===== src/rtl/tcmp_pkg.sv =====
package tcmp_pkg;
    localparam int TILE_W   = 6;
    localparam int N_TILES  = 1 << TILE_W;
    localparam int N_CORES  = 3;

    typedef enum logic [1:0] {
        V_PASS   = 2'b00,
        V_SINGLE = 2'b01,
        V_UNDIAG = 2'b10
    } verdict_e;

    localparam logic [1:0] NO_CORE = 2'b11;

    typedef struct packed {
        verdict_e   verdict;
        logic [1:0] odd;
    } judgement_t;

    // Decide the session outcome from the set of cores that were ever minority.
    function automatic judgement_t judge(input logic [N_CORES-1:0] minor);
        judgement_t j;
        j.odd = NO_CORE;
        case (minor)
            3'b000:  j.verdict = V_PASS;
            3'b001:  begin j.verdict = V_SINGLE; j.odd = 2'd0; end
            3'b010:  begin j.verdict = V_SINGLE; j.odd = 2'd1; end
            3'b100:  begin j.verdict = V_SINGLE; j.odd = 2'd2; end
            default: j.verdict = V_UNDIAG;
        endcase
        return j;
    endfunction
endpackage


===== src/rtl/tcmp_lane_cmp.sv =====
module tcmp_lane_cmp #(
    parameter int LANE_W = 4
) (
    input  logic [LANE_W-1:0] a,
    input  logic [LANE_W-1:0] b,
    input  logic [LANE_W-1:0] c,
    output logic [2:0]        minor
);
    logic [LANE_W-1:0] lone_a, lone_b, lone_c;

    for (genvar i = 0; i < LANE_W; i++) begin : g_lane
        // With binary lanes, at most one stream can stand alone per lane.
        assign lone_a[i] = (a[i] != b[i]) && (b[i] == c[i]);
        assign lone_b[i] = (b[i] != a[i]) && (a[i] == c[i]);
        assign lone_c[i] = (c[i] != a[i]) && (a[i] == b[i]);
    end

    assign minor = {|lone_c, |lone_b, |lone_a};
endmodule


===== src/rtl/tcmp_session.sv =====
module tcmp_session (
    input  logic       clk,
    input  logic       rst,
    input  logic       beat_en,
    input  logic       beat_last,
    input  logic [2:0] beat_minor,
    output logic       fin_valid,
    output logic [2:0] fin_minor
);
    logic [2:0] sticky;

    always_ff @(posedge clk) begin
        if (rst)
            sticky <= '0;
        else if (beat_en && beat_last)
            sticky <= '0;
        else if (beat_en)
            sticky <= sticky | beat_minor;
    end

    assign fin_valid = beat_en && beat_last;
    assign fin_minor = sticky | beat_minor;

    // the next session starts with a clean slate
    p_restart_clean_r9: assert property (@(posedge clk) disable iff (rst)
        beat_en && beat_last |=> sticky == 3'b000);

    // dissent seen earlier in a session is not forgotten mid-session
    p_sticky_hold_r4: assert property (@(posedge clk) disable iff (rst)
        !(beat_en && beat_last) |=> (sticky & $past(sticky)) == $past(sticky));

    // idle cycles leave the session state alone
    p_idle_stable_r8: assert property (@(posedge clk) disable iff (rst)
        !beat_en |=> $stable(sticky));
endmodule


===== src/rtl/tcmp_fault_map.sv =====
module tcmp_fault_map #(
    parameter int IDX_W = 6,
    localparam int DEPTH = 1 << IDX_W
) (
    input  logic             clk,
    input  logic             rst,
    input  logic             set_en,
    input  logic [IDX_W-1:0] set_idx,
    output logic [DEPTH-1:0] map
);
    always_ff @(posedge clk) begin
        if (rst)
            map <= '0;
        else if (set_en)
            map[set_idx] <= 1'b1;
    end

    // flags never clear outside reset
    p_map_monotonic_r6: assert property (@(posedge clk) disable iff (rst)
        1'b1 |=> (map & $past(map)) == $past(map));

    // at most one new flag per cycle
    p_one_new_flag_r6: assert property (@(posedge clk) disable iff (rst)
        1'b1 |=> $countones(map & ~$past(map)) <= 1);
endmodule


===== src/rtl/tcmp_top.sv =====
module tcmp_top
    import tcmp_pkg::*;
#(
    parameter int LANE_W = 4
) (
    input  logic               clk,
    input  logic               rst,
    input  logic               rsp_valid,
    input  logic               rsp_last,
    input  logic [LANE_W-1:0]  rsp_a,
    input  logic [LANE_W-1:0]  rsp_b,
    input  logic [LANE_W-1:0]  rsp_c,
    input  logic [TILE_W-1:0]  tile_a,
    input  logic [TILE_W-1:0]  tile_b,
    input  logic [TILE_W-1:0]  tile_c,
    output logic               done,
    output logic [1:0]         verdict,
    output logic [1:0]         odd_core,
    output logic [N_TILES-1:0] fault_map
);
    logic [2:0]        beat_minor;
    logic              fin_valid;
    logic [2:0]        fin_minor;
    judgement_t        jdg;
    logic [TILE_W-1:0] odd_tile;
    logic              flag_en;
    logic [TILE_W-1:0] last_flag;
    verdict_e          verdict_q;

    tcmp_lane_cmp #(.LANE_W(LANE_W)) u_cmp (
        .a     (rsp_a),
        .b     (rsp_b),
        .c     (rsp_c),
        .minor (beat_minor)
    );

    tcmp_session u_sess (
        .clk        (clk),
        .rst        (rst),
        .beat_en    (rsp_valid),
        .beat_last  (rsp_last),
        .beat_minor (beat_minor),
        .fin_valid  (fin_valid),
        .fin_minor  (fin_minor)
    );

    assign jdg = judge(fin_minor);

    always_comb begin
        case (jdg.odd)
            2'd0:    odd_tile = tile_a;
            2'd1:    odd_tile = tile_b;
            default: odd_tile = tile_c;
        endcase
    end

    assign flag_en = fin_valid && (jdg.verdict == V_SINGLE);

    tcmp_fault_map #(.IDX_W(TILE_W)) u_map (
        .clk     (clk),
        .rst     (rst),
        .set_en  (flag_en),
        .set_idx (odd_tile),
        .map     (fault_map)
    );

    always_ff @(posedge clk) begin
        if (rst) begin
            done      <= 1'b0;
            verdict_q <= V_PASS;
            odd_core  <= NO_CORE;
            last_flag <= '0;
        end else begin
            done <= fin_valid;
            if (fin_valid) begin
                verdict_q <= jdg.verdict;
                odd_core  <= jdg.odd;
            end
            if (flag_en)
                last_flag <= odd_tile;
        end
    end

    assign verdict = verdict_q;

    // a verdict strobe follows every accepted last beat
    p_done_follows_last_r7: assert property (@(posedge clk) disable iff (rst)
        rsp_valid && rsp_last |=> done);

    // no strobe without an accepted last beat
    p_no_spurious_done_r7: assert property (@(posedge clk) disable iff (rst)
        !(rsp_valid && rsp_last) |=> !done);

    // outputs hold between strobes
    p_verdict_hold_r7: assert property (@(posedge clk) disable iff (rst)
        !done |-> $stable(verdict) && $stable(odd_core));

    // a passing group names no core
    p_pass_no_core_r2: assert property (@(posedge clk) disable iff (rst)
        done && verdict == 2'b00 |-> odd_core == 2'b11);

    // a single-fault verdict names a real stream
    p_single_names_core_r3: assert property (@(posedge clk) disable iff (rst)
        done && verdict == 2'b01 |-> odd_core != 2'b11);

    // the flagged tile is visible together with the strobe
    p_flag_visible_r6: assert property (@(posedge clk) disable iff (rst)
        done && verdict == 2'b01 |-> fault_map[last_flag]);

    // non-single verdicts leave the map untouched
    p_nonsingle_map_r5: assert property (@(posedge clk) disable iff (rst)
        done && verdict != 2'b01 |-> $stable(fault_map));

    // the unused encoding never appears
    p_legal_code_r1: assert property (@(posedge clk) disable iff (rst)
        verdict != 2'b11);
endmodule


===== config.mk =====
export PLATFORM = sky130hd
export DESIGN_NAME = tcmp_top
export DESIGN_NICKNAME = d
export VERILOG_FILES = /design/src/rtl/tcmp_pkg.sv /design/src/rtl/tcmp_lane_cmp.sv /design/src/rtl/tcmp_session.sv /design/src/rtl/tcmp_fault_map.sv /design/src/rtl/tcmp_top.sv
export SDC_FILE = /design/constraint.sdc
export NUM_CORES = 1
export LEC_CHECK = 0
export ABC_AREA = 1
export BUFFER_PORTS_ARGS = -buffer_cell sky130_fd_sc_hd__buf_2
export CELL_PAD_IN_SITES_DETAIL_PLACEMENT = 1
export CELL_PAD_IN_SITES_GLOBAL_PLACEMENT = 2
export CORE_MARGIN = 2
export CORE_UTILIZATION = 26
export CTS_BUF_LIST = sky130_fd_sc_hd__clkbuf_8
export DETAILED_ROUTE_END_ITERATION = 10
export PLACE_DENSITY_LB_ADDON = 0.1
export SLEW_MARGIN = 30
export SYNTH_ARGS = -nofsm -noshare
export SYNTH_HDL_FRONTEND = slang
export SYNTH_SLANG_ARGS = --single-unit

===== constraint.sdc =====
create_clock -name clk -period 1.89 [get_ports clk]
set_input_delay 0.378 -clock clk [delete_from_list [all_inputs] [get_ports clk]]
set_output_delay 0.378 -clock clk [all_outputs]
set_load 0.03 [all_outputs]

# == Yosys cells after proc, flatten, opt, wreduce, memory -nomap -nowiden ==
# Cells that the tools add are included.
# W data, S select, Z words.
# word_totals
regBits,72
input_bits,34
out_inout_bits,69
word_cells,65
# classes
n_lt_le_gt_ge,2
eq_ne,29
mux,5
n_bitwise,2
n_reduce_logical,22
# ops
op,count
$or A64 B64 Y64,1
$logic_and A1 B1 Y1,15
$eq A1 B1 Y1,12
$ne A1 B1 Y1,12
$pmux W6 S2,1
$reduce_or A4 Y1,3
$lt A6 B7 Y1 const B,1
$demux W1 S6,1
$ge A6 B1 Y1 const B,1
$pmux W2 S3,1
$eq A2 B1 Y1 const B,2
$pmux W2 S2,1
$eq A3 B1 Y1 const B,1
$eq A3 B2 Y1 const B,1
$eq A3 B3 Y1 const B,1
$logic_not A3 Y1,1
$or A3 B3 Y3,1
$reduce_or A3 Y1,1
$logic_not A2 Y1,1
$reduce_or A2 Y1,1
$mux W1,1

# == Longest topological paths before layout ==
# Gate-level depths: netlist of the first run.
# logic_depth
word_depth,13
ltp_mapped,18
mapped_depth_nobuf,18

# == Modules after synthesis ==
# Synthesis of the first run repeated with hierarchy kept, for this count alone.
# unflattened
cells_unflattened,477
hier_area_um2,3179.3
# modules_own_cells
module,n_inst,cells_each,area_each_um2,seq_area_each_um2
tcmp_fault_map,1,309,2346.0,1281.2
tcmp_lane_cmp,1,92,357.8,0.0
tcmp_top,1,60,350.3,100.1
tcmp_session,1,16,125.1,60.1

# == Worst setup path before layout of the first run ==
# No wires, ideal clock.
# synth_timing
path_type,input port to flip-flop
from,input port rsp_a[2]
to,register u_map.map[23]
setup_time_ns,0.070
arrival_time_ns,1.861
required_ns,1.820
slack_ns,-0.041
cell_stages,15
n_path_buf,0
cell_sequence,inv_1 > nand2_1 > nand2_1 > inv_1 > nand2_1 > nand2_1 > nor2_4 > nand3_4 > nand3_1 > nand3_2 > inv_2 > nand2_2 > nor2_4 > nand2_1 > a21oi_1
# synth_between
elab_chain_len,13
elab_cells_between_ends,30
cone_classes,order compare (2); eq/ne (10); mux (5); bitwise (2); reduce/logical (11)
# synth_lines
item,line_no,rtl
start: declaration,tcmp_top.sv:10,"input logic [LANE_W-1:0] rsp_a,"
"$ne A1 B1 Y1, or another cell as far along","tcmp_lane_cmp.sv:13, tcmp_lane_cmp.sv:14",
$logic_and A1 B1 Y1 (on tied branches),"tcmp_lane_cmp.sv:13, tcmp_lane_cmp.sv:14, tcmp_lane_cmp.sv:15",
$reduce_or A4 Y1,tcmp_lane_cmp.sv:18,"assign minor = {|lone_c, |lone_b, |lone_a};"
$or A3 B3 Y3 *,tcmp_session.sv:22,assign fin_minor = sticky | beat_minor;
"$eq A3 B3 Y1, or another cell as far along",tcmp_pkg.sv:23,case (minor)
$pmux W2 S3,tcmp_pkg.sv:23,
$eq A2 B1 Y1 / $logic_not A2 Y1 (equally long branches),tcmp_top.sv:50,case (jdg.odd)
$pmux W6 S2,tcmp_top.sv:50,
$lt A6 B7 Y1 (not written as such) / $ge A6 B1 Y1 (equally long branches),tcmp_fault_map.sv:15,map[set_idx] <= 1'b1;
$logic_and A1 B1 Y1 (not written as such),tcmp_fault_map.sv:15,
$mux W1 (not written as such),tcmp_fault_map.sv:15,
$demux W1 S6,-,
$or A64 B64 Y64 (no source line),-,
end signal: assignment,tcmp_fault_map.sv:13,map <= '0;
end signal: indexed assignment,tcmp_fault_map.sv:15,
end: declaration,tcmp_fault_map.sv:9,output logic [DEPTH-1:0] map
# Mark *: on every way between the ends. The rest lies on a longest branch, timed or not.
# A chain may end at the register's enable or synchronous reset.

# == Worst setup path after layout of the first run ==
# layout_timing
from,input port rsp_b[0]
to,register u_map.map[33]
# layout_between
elab_chain_len,13
elab_cells_between_ends,29
cone_classes,order compare (2); eq/ne (9); mux (5); bitwise (2); reduce/logical (11)
# layout_lines
item,line_no,rtl
start: declaration,tcmp_top.sv:11,"input logic [LANE_W-1:0] rsp_b,"
"$ne A1 B1 Y1, or another cell as far along","tcmp_lane_cmp.sv:13, tcmp_lane_cmp.sv:14",
$logic_and A1 B1 Y1 (on tied branches),"tcmp_lane_cmp.sv:13, tcmp_lane_cmp.sv:14, tcmp_lane_cmp.sv:15",
$reduce_or A4 Y1,tcmp_lane_cmp.sv:18,
$or A3 B3 Y3 *,tcmp_session.sv:22,
"$eq A3 B3 Y1, or another cell as far along",tcmp_pkg.sv:23,
$pmux W2 S3,tcmp_pkg.sv:23,
$eq A2 B1 Y1 / $logic_not A2 Y1 (equally long branches),tcmp_top.sv:50,
$pmux W6 S2,tcmp_top.sv:50,
$lt A6 B7 Y1 (not written as such) / $ge A6 B1 Y1 (equally long branches),tcmp_fault_map.sv:15,
$logic_and A1 B1 Y1 (not written as such),tcmp_fault_map.sv:15,
$mux W1 (not written as such),tcmp_fault_map.sv:15,
$demux W1 S6,-,
$or A64 B64 Y64 (no source line),-,
# Marks and branches as above.

==> results.ini, run 1 <==
[pwr]
pwr-share-seq_pct = 41.9
switching_share_pct = 31.96
p_int_mw = 2.495
p_comb_share_pct = 27.3
static-leakage-power_nw = 2.535
peakVddDrop_mv = 0.3361
switchingPower_mw = 1.172
clkPwrFrac_pct = 30.9
powerDensity_mw_per_mm2 = 660.2

[sta]
tns_ns = -7.009
fmax_mhz = 483.4
rsz0062_at_grt = true
period_share_pct = 109.4
finalMaxSlewViolations = 0
setup_viol = 64
setup_slack_ns = -0.1786
fin_crit_ns = 2.069
hold_viol_final = 0
tightest_slew_ns = 0.3202
skew_ns = 0.01183
relSlewSlack_pct = 78.66

[setup_path]
cp-end-kind = flip-flop
cp_max_fo = 5
startpoint_type = primary input
r2r_start = u_sess.sticky[0]
worstReg2RegEnd = u_map.map[33]
critical-path-max-stage-delay_ns = 0.20
crit_chain = buf_8 -> buf_4 -> nand2_2 -> nand2_2 -> nand2_2 -> nand3_4 -> nor2_4 -> nand3_4 -> buf_12 -> nand2_8 -> nor2_4 -> nor2_4 -> nand3_2 -> nor2_4 -> buf_6 -> nand2_2 -> a21oi_1
r2r_setup_slack_ns = -0.14
worstSetupPathType = in2reg
crit_required_ns = 2.18
cp_slowest_cell = nor2_4
reg2reg_depth = 13
arrival_ns = 2.36

[global_routing]
grt_use_total_pct = 16.48
grt_max_degree = 65
grt_antenna_before_repair = 0
grt_pass1_wl_um = 18310
grt_pass1_vias = 3631
grt-ovfl-total = 0

[drt]
vias = 3499
drt-wirelength-per-cell_um = 13.86
dr.pass1.iters = 4
ant_nets = 0
routed_wl_um = 11470
drc_errors = 0
drt_iter0_drc = 122
vias_per_cell = 4.226

[clock_tree]
cts_sinks = 72
cts_buffers = 9
clock_path_buffers = 2
clk_pin_slew_ns = 0.08
htreeDepth = 3
clk_latency_ns = 0.36
cts_tree = done
cts_root_buf = clkbuf_8

[floorplanning]
dieArea_mm2 = 0.01426
start_util_pct = 26.35
coreArea_mm2 = 0.01314
die_w_um = 119.4
die_h_um = 119.4
row_count = 42
boundaryPins = 103

[worst_hold_path]
whs_endpoint = done
hold_path_class = in2reg
min_from = rst
min_path_cells = 2

[yosys]
syn_inst = 477
ys_seq_area_share_pct = 41.63
syn_nets = 511
syn_area_per_cell_um2 = 7.258
yosys.area.top_type = dfxtp_1
ys_warn_count = 0
yosysTopAreaCellShare_pct = 41.63
synth_seq_cells = 72
synth_area_mm2 = 0.003462
synthTopCellsByArea = dfxtp_1 (42%), nand2_1 (15%), inv_1 (11%), a21oi_1 (9.4%), nor2_4 (6.5%)
synth.distinct_cells = 23

[placed_design]
post-place-ws_ns = -0.6854
numPortBuffers = 102
placed_area_mm2 = 0.004509
dp_hpwl_um = 8271
gp_congestion = 0.7448

[status]
outcome = complete, but fails checks
failed_checks = negative setup slack

[layout]
layout.nets = 681
drive_above_1_share_pct = 49.54
antennaDiodeCount = 0
finish.utilization_pct = 42.29
design_area_mm2 = 0.005555
syn2layout_area_growth_pct = 60.46

[flow_run]
drv_cap = 0

final cells by class:
type	count	area [µm²]
inverters	107	461.7
clock buffers	11	151.4
multi-input cells	290	1973
well taps	176	220.2
flip-flops and latches	72	1443
clock inverters	5	31.28
repair buffers	167	1275
fillers	1626	7582
per-layer routing:
metal / global-route usage (%) / vias to the layer above / part of all wire [%]
li1: - / 1802 / -
met1: 21.04 / 1612 / 45
met2: 27.41 / 72 / 49
met3: 3.927 / 13 / 4.0
met4: 5.294 / 0 / 1.7
met5: 0 / - / 0
kinds of logic after synthesis:
group	synth area share [%]
buffers and inverters	12.79
flip-flops	41.63
AO/OA/AOI/OAI	10.70
AND/OR/NAND/NOR	34.88
power by group through the flow:
stage / Combinational [mW] / Sequential (mW) / Clock, mW
5_1_grt: 1.08 / 1.54 / 1.25
3_3_place_gp: 0.678 / 1.57 / 0
3_5_place_dp: 0.690 / 1.57 / 0
6_report: 1.00 / 1.54 / 1.13
2_1_floorplan: 0.433 / 1.59 / 0
4_1_cts: 0.920 / 1.54 / 1.18
worst max-delay path, delay by kind of cell:
kind            cells  cell delay [ns]
simple gates       12             1.29
buf+inv             4             0.56
compound gates      1             0.13
per-stage QoR:
stage               total power, mW  hold slack (ns)  instances
detailed placement            2.260           0.4389        774
CTS                           3.638           0.3068        821
floorplan                     2.020           0.4440        477
finish                        3.668           0.3271        828
global route                  3.868           0.3203        828
global placement              2.248           0.4340        774
worst max path at each step:
stage	start	to	slack [ns]	cells past startpoint
after floorplan	rsp_c[2]	u_map.map[39]	0.0003	17
after global placement	rsp_a[0]	u_map.map[44]	-0.66	17
after detailed placement	rsp_a[0]	u_map.map[54]	-0.69	17
after CTS	u_sess.sticky[0]	u_map.map[2]	-0.1	13
after global routing	rsp_a[0]	u_map.map[33]	-0.27	18
final	rsp_b[0]	u_map.map[33]	-0.18	17
state kept, by name (all words and copies together), names as in the netlist:
name and cells:
done 1, u_map.map 64, u_sess.sticky 3, verdict 2, odd_core 2
Yosys cell counts (all sizes together):
library cell and number:
a211oi 3, a21oi 65, a31oi 1, buf 1
clkbuf 7, clkinv 1, dfxtp 72, inv 106
nand2 145, nand3 33, nand4 7, nor2 33
o21ai 2, o22ai 1
timing repair:
action | CTS | global route
setup buffers | 31 | 7
hold buffers | 0 | 0
gates resized for setup | 79 | 53
pin swaps | 52 | 51
endpoints found under the setup margin | 64 | 64
cell usage in the layout (no fill, tap or decap), types with 4 or more instances in the layout:
cell type | Yosys | final
inv_1 | 98 | 87
nand2_1 | 138 | 93
buf_12 | 0 | 13
buf_6 | 1 | 17
buf_4 | 0 | 43
nor2_1 | 10 | 4
inv_2 | 7 | 8
nand2_2 | 4 | 40
clkbuf_8 | 0 | 11
nor2_4 | 20 | 25
nand2_4 | 3 | 11
nand4_1 | 7 | 7
buf_2 | 0 | 91
nand3_1 | 15 | 8
a21oi_2 | 0 | 12
nand3_2 | 15 | 9
nand3_4 | 3 | 16
a21oi_1 | 65 | 52
inv_6 | 0 | 5
dfxtp_1 | 72 | 71
(Power assumes the default switching activity.)
==> run 2, diff against run 1 <==
- SETUP_SLACK_MARGIN: unset -> 0.1
- clock period: 1.89 -> 1.78 ns (I/O delays scaled with it)
==> results.ini, run 2 (synthesis results as in run 1) <==
[status]
outcome = complete, but fails checks
failed_checks = negative setup slack

[clock_tree]
cts_buffers = 9  ; unchanged
cts_sinks = 72  ; unchanged
cts_root_buf = clkbuf_8
clk_latency_ns = 0.35  ; about the same
clock_path_buffers = 2  ; unchanged
cts_tree = done
clk_pin_slew_ns = 0.08  ; about the same
htreeDepth = 3  ; unchanged

[setup_path]
r2r_start = u_sess.sticky[0]
cp-end-kind = flip-flop
r2r_setup_slack_ns = -0.25  ; -0.11 ns
worstReg2RegEnd = u_map.map[24]
crit_path_end = u_map.map[24]
arrival_ns = 2.34  ; -0.02 ns
cp_max_fo = 8  ; +3
startpoint_type = primary input
crit_start = rsp_c[2]
reg2reg_depth = 14  ; +1
crit_required_ns = 2.07  ; -0.11 ns
worstSetupPathType = in2reg

[drt]
routed_wl_um = 11900  ; +3.7%
drt-wirelength-per-cell_um = 14.39  ; +3.8%
drc_errors = 0  ; unchanged
vias_per_cell = 4.290  ; +1.5%
drt_iter0_drc = 116  ; -4.9%
ant_nets = 0  ; unchanged
vias = 3548  ; +1.4%
dr.pass1.iters = 4  ; unchanged

[global_routing]
grt-ovfl-total = 0  ; unchanged
grt_antenna_before_repair = 0  ; unchanged
grt_max_degree = 34  ; -48%
grt_pass1_wl_um = 18640  ; +1.8%
grt_pass1_vias = 3710  ; +2.2%
grt_use_total_pct = 16.69  ; +0.21 points

[placed_design]
dp_hpwl_um = 8578  ; +3.7%
gp_congestion = 0.7829  ; +5.1%
numPortBuffers = 102  ; unchanged
placed_cells = 777  ; +0.39%
placed_area_mm2 = 0.004583  ; +1.6%
post-place-ws_ns = -0.7821  ; -0.09675 ns

[layout]
top_register = u_map.map
largestRegisters = u_map.map: 64 flops, u_sess.sticky: 3 flops
syn2layout_area_growth_pct = 60.39  ; about the same
fillers = 1625  ; -0.062%
drive_above_1_share_pct = 50.69  ; +1.2 points
final_common_cell = nand2_1
antennaDiodeCount = 0  ; unchanged
fin_cells = 827  ; -0.12%
layout.nets = 680  ; -0.15%
final_cell_mix = nand2_1 (94), buf_2 (92), inv_1 (87)
design_area_mm2 = 0.005553  ; about the same
largest_reg_flops = 64  ; unchanged

[sta]
relSlewSlack_pct = 70.45  ; -8.2 points
period_share_pct = 115.1
rsz0062_at_grt = true
fmax_mhz = 488.0
finalMaxSlewViolations = 0  ; unchanged
whs_ns = 0.2907  ; -0.03642 ns
skew_ns = 0.009121  ; -0.002707 ns
tightest_slew_ns = 0.4433  ; +0.1231 ns
fin_crit_ns = 2.049
setup_slack_ns = -0.2692  ; -0.09060 ns
hold_viol_final = 0  ; unchanged
setup_viol = 66  ; +3.1%

[floorplanning]
coreArea_mm2 = 0.01314  ; unchanged
die_w_um = 119.4  ; unchanged
row_count = 42  ; unchanged
boundaryPins = 103  ; unchanged
dieArea_mm2 = 0.01426  ; unchanged
start_util_pct = 26.35  ; unchanged
die_h_um = 119.4  ; unchanged

[flow_run]
drv_cap = 0  ; unchanged

[pwr]
static-leakage-power_nw = 2.531  ; -0.16%
powerDensity_mw_per_mm2 = 752.5  ; +14%
peakVddDrop_mv = 0.3046  ; -9.4%

[worst_hold_path]
hold_path_class = in2reg

-- run 2: cell count changes in the layout (fill, tap and decap cells not counted), sizes merged --
cell and delta:
clkinv -1, buf -3, bufinv +2, clkinvlp -1, clkbuf +2
-- run 2: report_power, final --
group | leakage, nW | switching, mW | internal, mW | total (mW)
Combinational | 1.83 | 0.619 | 0.430 | 1.05
Clock | 0.119 | 0.635 | 0.864 | 1.50
Sequential | 0.581 | 0.00738 | 1.62 | 1.63
Total | 2.53 | 1.26 | 2.92 | 4.18
-- run 2: area by class of cell --
type / count / area (µm²) / area share, %
clock inverters: 5 / 78.83 / 1.420
inverters: 107 / 464.2 / 8.360
repair buffers: 166 / 1160 / 20.89
multi-input cells: 290 / 2036 / 36.66
flip-flops and latches: 72 / 1443 / 25.98
well taps: 176 / 220.2 / 3.966
clock buffers: 11 / 151.4 / 2.726
-- run 2: worst max-delay path, stage by stage --
cell and delay (ns):
clkbuf_4 0.15, inv_8 0.03, nand2_2 0.06, nand2_1 0.08, nand3_2 0.08, nand2_2 0.07, nor2_4 0.23, nand3_4 0.20
nand2_4 0.18, nor2_4 0.05, nor2_4 0.21, nand3_2 0.14, nor2_4 0.14, buf_12 0.16, nand2_1 0.06, a21oi_1 0.13
-- run 2: worst min path at each step --
stage / start / end / cells past startpoint
detailed placement: u_map.map[31] / u_map.map[31] / 2
floorplan: u_sess.sticky[0] / u_sess.sticky[0] / 2
global placement: u_map.map[62] / u_map.map[62] / 2
global route: rst / done / 2
finish: rst / done / 2
CTS: rst / done / 2
-- run 2: what timing repair did --
action                                  4_1_cts  5_1_grt
setup buffers                                13       21
resized for setup                            44       66
endpoints found under the setup margin       66       67
hold endpoints to repair                      0        0
hold buffers                                  0        0
pin swaps                                    35       36
cloned                                        0        0
-- run 2: metal layers --
layer  vias to the layer above  global-route usage [%]  part of all wire [%]  wire length (µm)
li1                       1792                       -                     -                 -
met1                      1677                   21.37                    46              5428
met2                        68                   28.16                    50              5930
met3                        11                   3.784                   3.6               423
met4                         0                   4.706                  0.97               115
met5                         -                       0                     0                 0
-- run 2: metrics by stage --
step / setup TNS [ns] / power [mW] / utilization, %
CTS: -10.67 / 4.030 / 38.87
floorplan: -4.078 / 2.167 / -
global placement: -40.23 / 2.421 / 34.89
detailed placement: -41.90 / 2.429 / 34.89
global route: -23.06 / 4.375 / 42.27
finish: -13.94 / 4.178 / 42.27
==> run 3, diff against run 2 <==
- CORE_ASPECT_RATIO: unset -> 0.75
- CORE_UTILIZATION: 26 -> 29
- clock period: 1.78 -> 1.9 ns (I/O delays scaled with it)
==> results.ini, run 3 (synthesis results as in run 1) <==
[setup_path]
r2r_start = u_sess.sticky[0]
cp-end-kind = flip-flop
cp_slowest_cell = dfxtp_2
crit_chain = inv_2 -> nand2_4 -> inv_2 -> nand3_2 -> nor2_4 -> buf_4 -> nand4_1 -> nand3_2 -> nand3_2 -> nor2_4 -> nand2_1 -> a21oi_1
worstReg2RegEnd = u_map.map[53]
r2r_setup_slack_ns = -0.19  ; +0.06 ns
worstSetupPathType = reg2reg
crit_start = u_sess.sticky[0]
critical-path-max-stage-delay_ns = 0.32  ; +0.09 ns
crit_required_ns = 2.18  ; +0.11 ns
cp_common_cell = nand3_2
startpoint_type = flip-flop
reg2reg_depth = 12  ; -2
arrival_ns = 2.38  ; +0.04 ns
cp_max_fo = 7  ; -1
crit_path_end = u_map.map[53]

[sta]
hold_viol_final = 0  ; unchanged
rsz0062_at_grt = true
finalMaxSlewViolations = 0  ; unchanged
whs_ns = 0.3057  ; +0.01499 ns
period_share_pct = 110.1
setup_slack_ns = -0.1927  ; +0.07643 ns
setup_viol = 64  ; -3.0%
fin_crit_ns = 2.093
tightest_slew_ns = 0.2953  ; -0.1480 ns
fmax_mhz = 477.8
relSlewSlack_pct = 80.31  ; +9.9 points
skew_ns = 0.009847  ; +0.0007260 ns

[global_routing]
grt_antenna_before_repair = 0  ; unchanged
grt_pass1_vias = 3538  ; -4.6%
grt_max_degree = 65  ; +91%
grt_use_total_pct = 18.44  ; +1.7 points
grt-ovfl-total = 0  ; unchanged
grt_pass1_wl_um = 18260  ; -2.1%

[placed_design]
placed_cells = 755  ; -2.8%
gp_congestion = 0.8188  ; +4.6%
numPortBuffers = 102  ; unchanged
placed_area_mm2 = 0.004493  ; -2.0%
dp_hpwl_um = 8359  ; -2.6%

[pwr]
switching_share_pct = 32.12  ; +1.9 points
static-leakage-power_nw = 2.388  ; -5.6%
switchingPower_mw = 1.122  ; -11%
peakVddDrop_mv = 0.2954  ; -3.0%
powerDensity_mw_per_mm2 = 670.9  ; -11%
clkPwrFrac_pct = 30.1  ; -5.8 points
p_int_mw = 2.370  ; -19%
p_comb_share_pct = 26.1  ; +1.0 points
pwr-share-seq_pct = 43.8  ; +4.8 points

[layout]
antennaDiodeCount = 0  ; unchanged
largest_reg_flops = 64  ; unchanged
design_area_mm2 = 0.005205  ; -6.3%
top_register = u_map.map
final_common_cell = nand2_1
fin_cells = 799  ; -3.4%
layout.nets = 666  ; -2.1%
syn2layout_area_growth_pct = 50.34
largestRegisters = u_map.map: 64 flops, u_sess.sticky: 3 flops
drive_above_1_share_pct = 44.74  ; -6.0 points
final_cell_mix = nand2_1 (106), buf_2 (94), inv_1 (89)

[floorplanning]
die_w_um = 130.2  ; +9.0%
boundaryPins = 103  ; unchanged
start_util_pct = 29.81  ; +3.5 points
dieArea_mm2 = 0.01284  ; -9.9%
coreArea_mm2 = 0.01161  ; -12%
die_h_um = 98.63  ; -17%
row_count = 34  ; -19%

[clock_tree]
htreeDepth = 3  ; unchanged
cts_root_buf = clkbuf_8
clock_path_buffers = 2  ; unchanged
postCtsHoldBufs = 0  ; unchanged
cts_sinks = 72  ; unchanged
clk_pin_slew_ns = 0.08  ; about the same
cts_tree = done
cts_buffers = 9  ; unchanged
clk_latency_ns = 0.35  ; about the same

[drt]
routed_wl_um = 11280  ; -5.2%
drt_iter0_drc = 114  ; -1.7%
vias = 3477  ; -2.0%
drc_errors = 0  ; unchanged
drt-wirelength-per-cell_um = 14.11  ; -1.9%
ant_nets = 0  ; unchanged
dr.pass1.iters = 4  ; unchanged
vias_per_cell = 4.352  ; +1.4%

[worst_hold_path]
hold_path_class = in2reg

[status]
outcome = complete, but fails checks
failed_checks = negative setup slack

[flow_run]
drv_cap = 0  ; unchanged

==> run 3: cell types whose count changed in the layout (fill, tap and decap cells not counted), sizes merged <==
cell	previous run	this run
clkinv	4	3
clkbuf	13	10
clkinvlp	0	1
buf	164	152
inv	106	109
bufinv	2	0
==> run 3: through the flow <==
stage	setup WS, ns	TNS, ns	utilization (%)	power [mW]
2_1_floorplan	0.02455	0	-	2.030
5_1_grt	-0.3265	-16.32	44.82	3.675
3_5_place_dp	-0.7390	-42.52	38.69	2.269
3_3_place_gp	-0.7113	-38.65	38.69	2.257
6_report	-0.1927	-7.175	44.82	3.492
4_1_cts	-0.09666	-3.922	43.91	3.490
==> run 3: repair_timing <==
item,CTS,global route
resized for setup,67,16
pin swaps,51,19
endpoints found under the setup margin,65,65
buffers inserted,22,6
hold endpoints to repair,0,0
==> run 3: worst min path at each step <==
| stage | start | endpoint | slack [ns] | cells past startpoint |
|---|---|---|---|---|
| after global routing | rst | done | 0.31 | 2 |
| final | rst | done | 0.31 | 2 |
| after global placement | u_map.map[11] | u_map.map[11] | 0.44 | 2 |
| after floorplan | u_sess.sticky[0] | u_sess.sticky[0] | 0.44 | 2 |
| after CTS | rst | done | 0.28 | 2 |
| after detailed placement | u_map.map[22] | u_map.map[22] | 0.44 | 2 |
==> run 3: routing by layer <==
metal	routed length [µm]	share of wire [%]	global-route usage (%)	up-vias
li1	-	-	-	1772
met5	0	0	0	-
met4	166	1.5	4.301	0
met2	4875	43	27.91	85
met1	5552	49	26.50	1602
met3	681	6.0	4.397	18
==> run 3: layout make-up <==
cell class	instances	area, µm²
Timing Repair Buffer	152	1037
Clock buffer	10	137.6
Clock inverter	6	28.78
Sequential cell	72	1443
Multi-Input combinational cell	290	1889
Inverter	107	466.7
Fill cell	1444	6409
Tap cell	162	202.7
==> run 3: worst max-delay path, delay by kind of cell, from the launching register on <==
kind / cells / cell delay [ns]
flops: 1 / 0.32
buf+inv: 3 / 0.28
compound gates: 1 / 0.13
simple gates: 8 / 1.30
==> run 3: power groups by stage <==
stage	registers (mW)	logic, mW	clock network [mW]
after global placement	1.56	0.694	0
after detailed placement	1.56	0.706	0
after floorplan	1.58	0.452	0
final	1.53	0.910	1.05
after CTS	1.53	0.863	1.10
after global routing	1.53	0.985	1.16
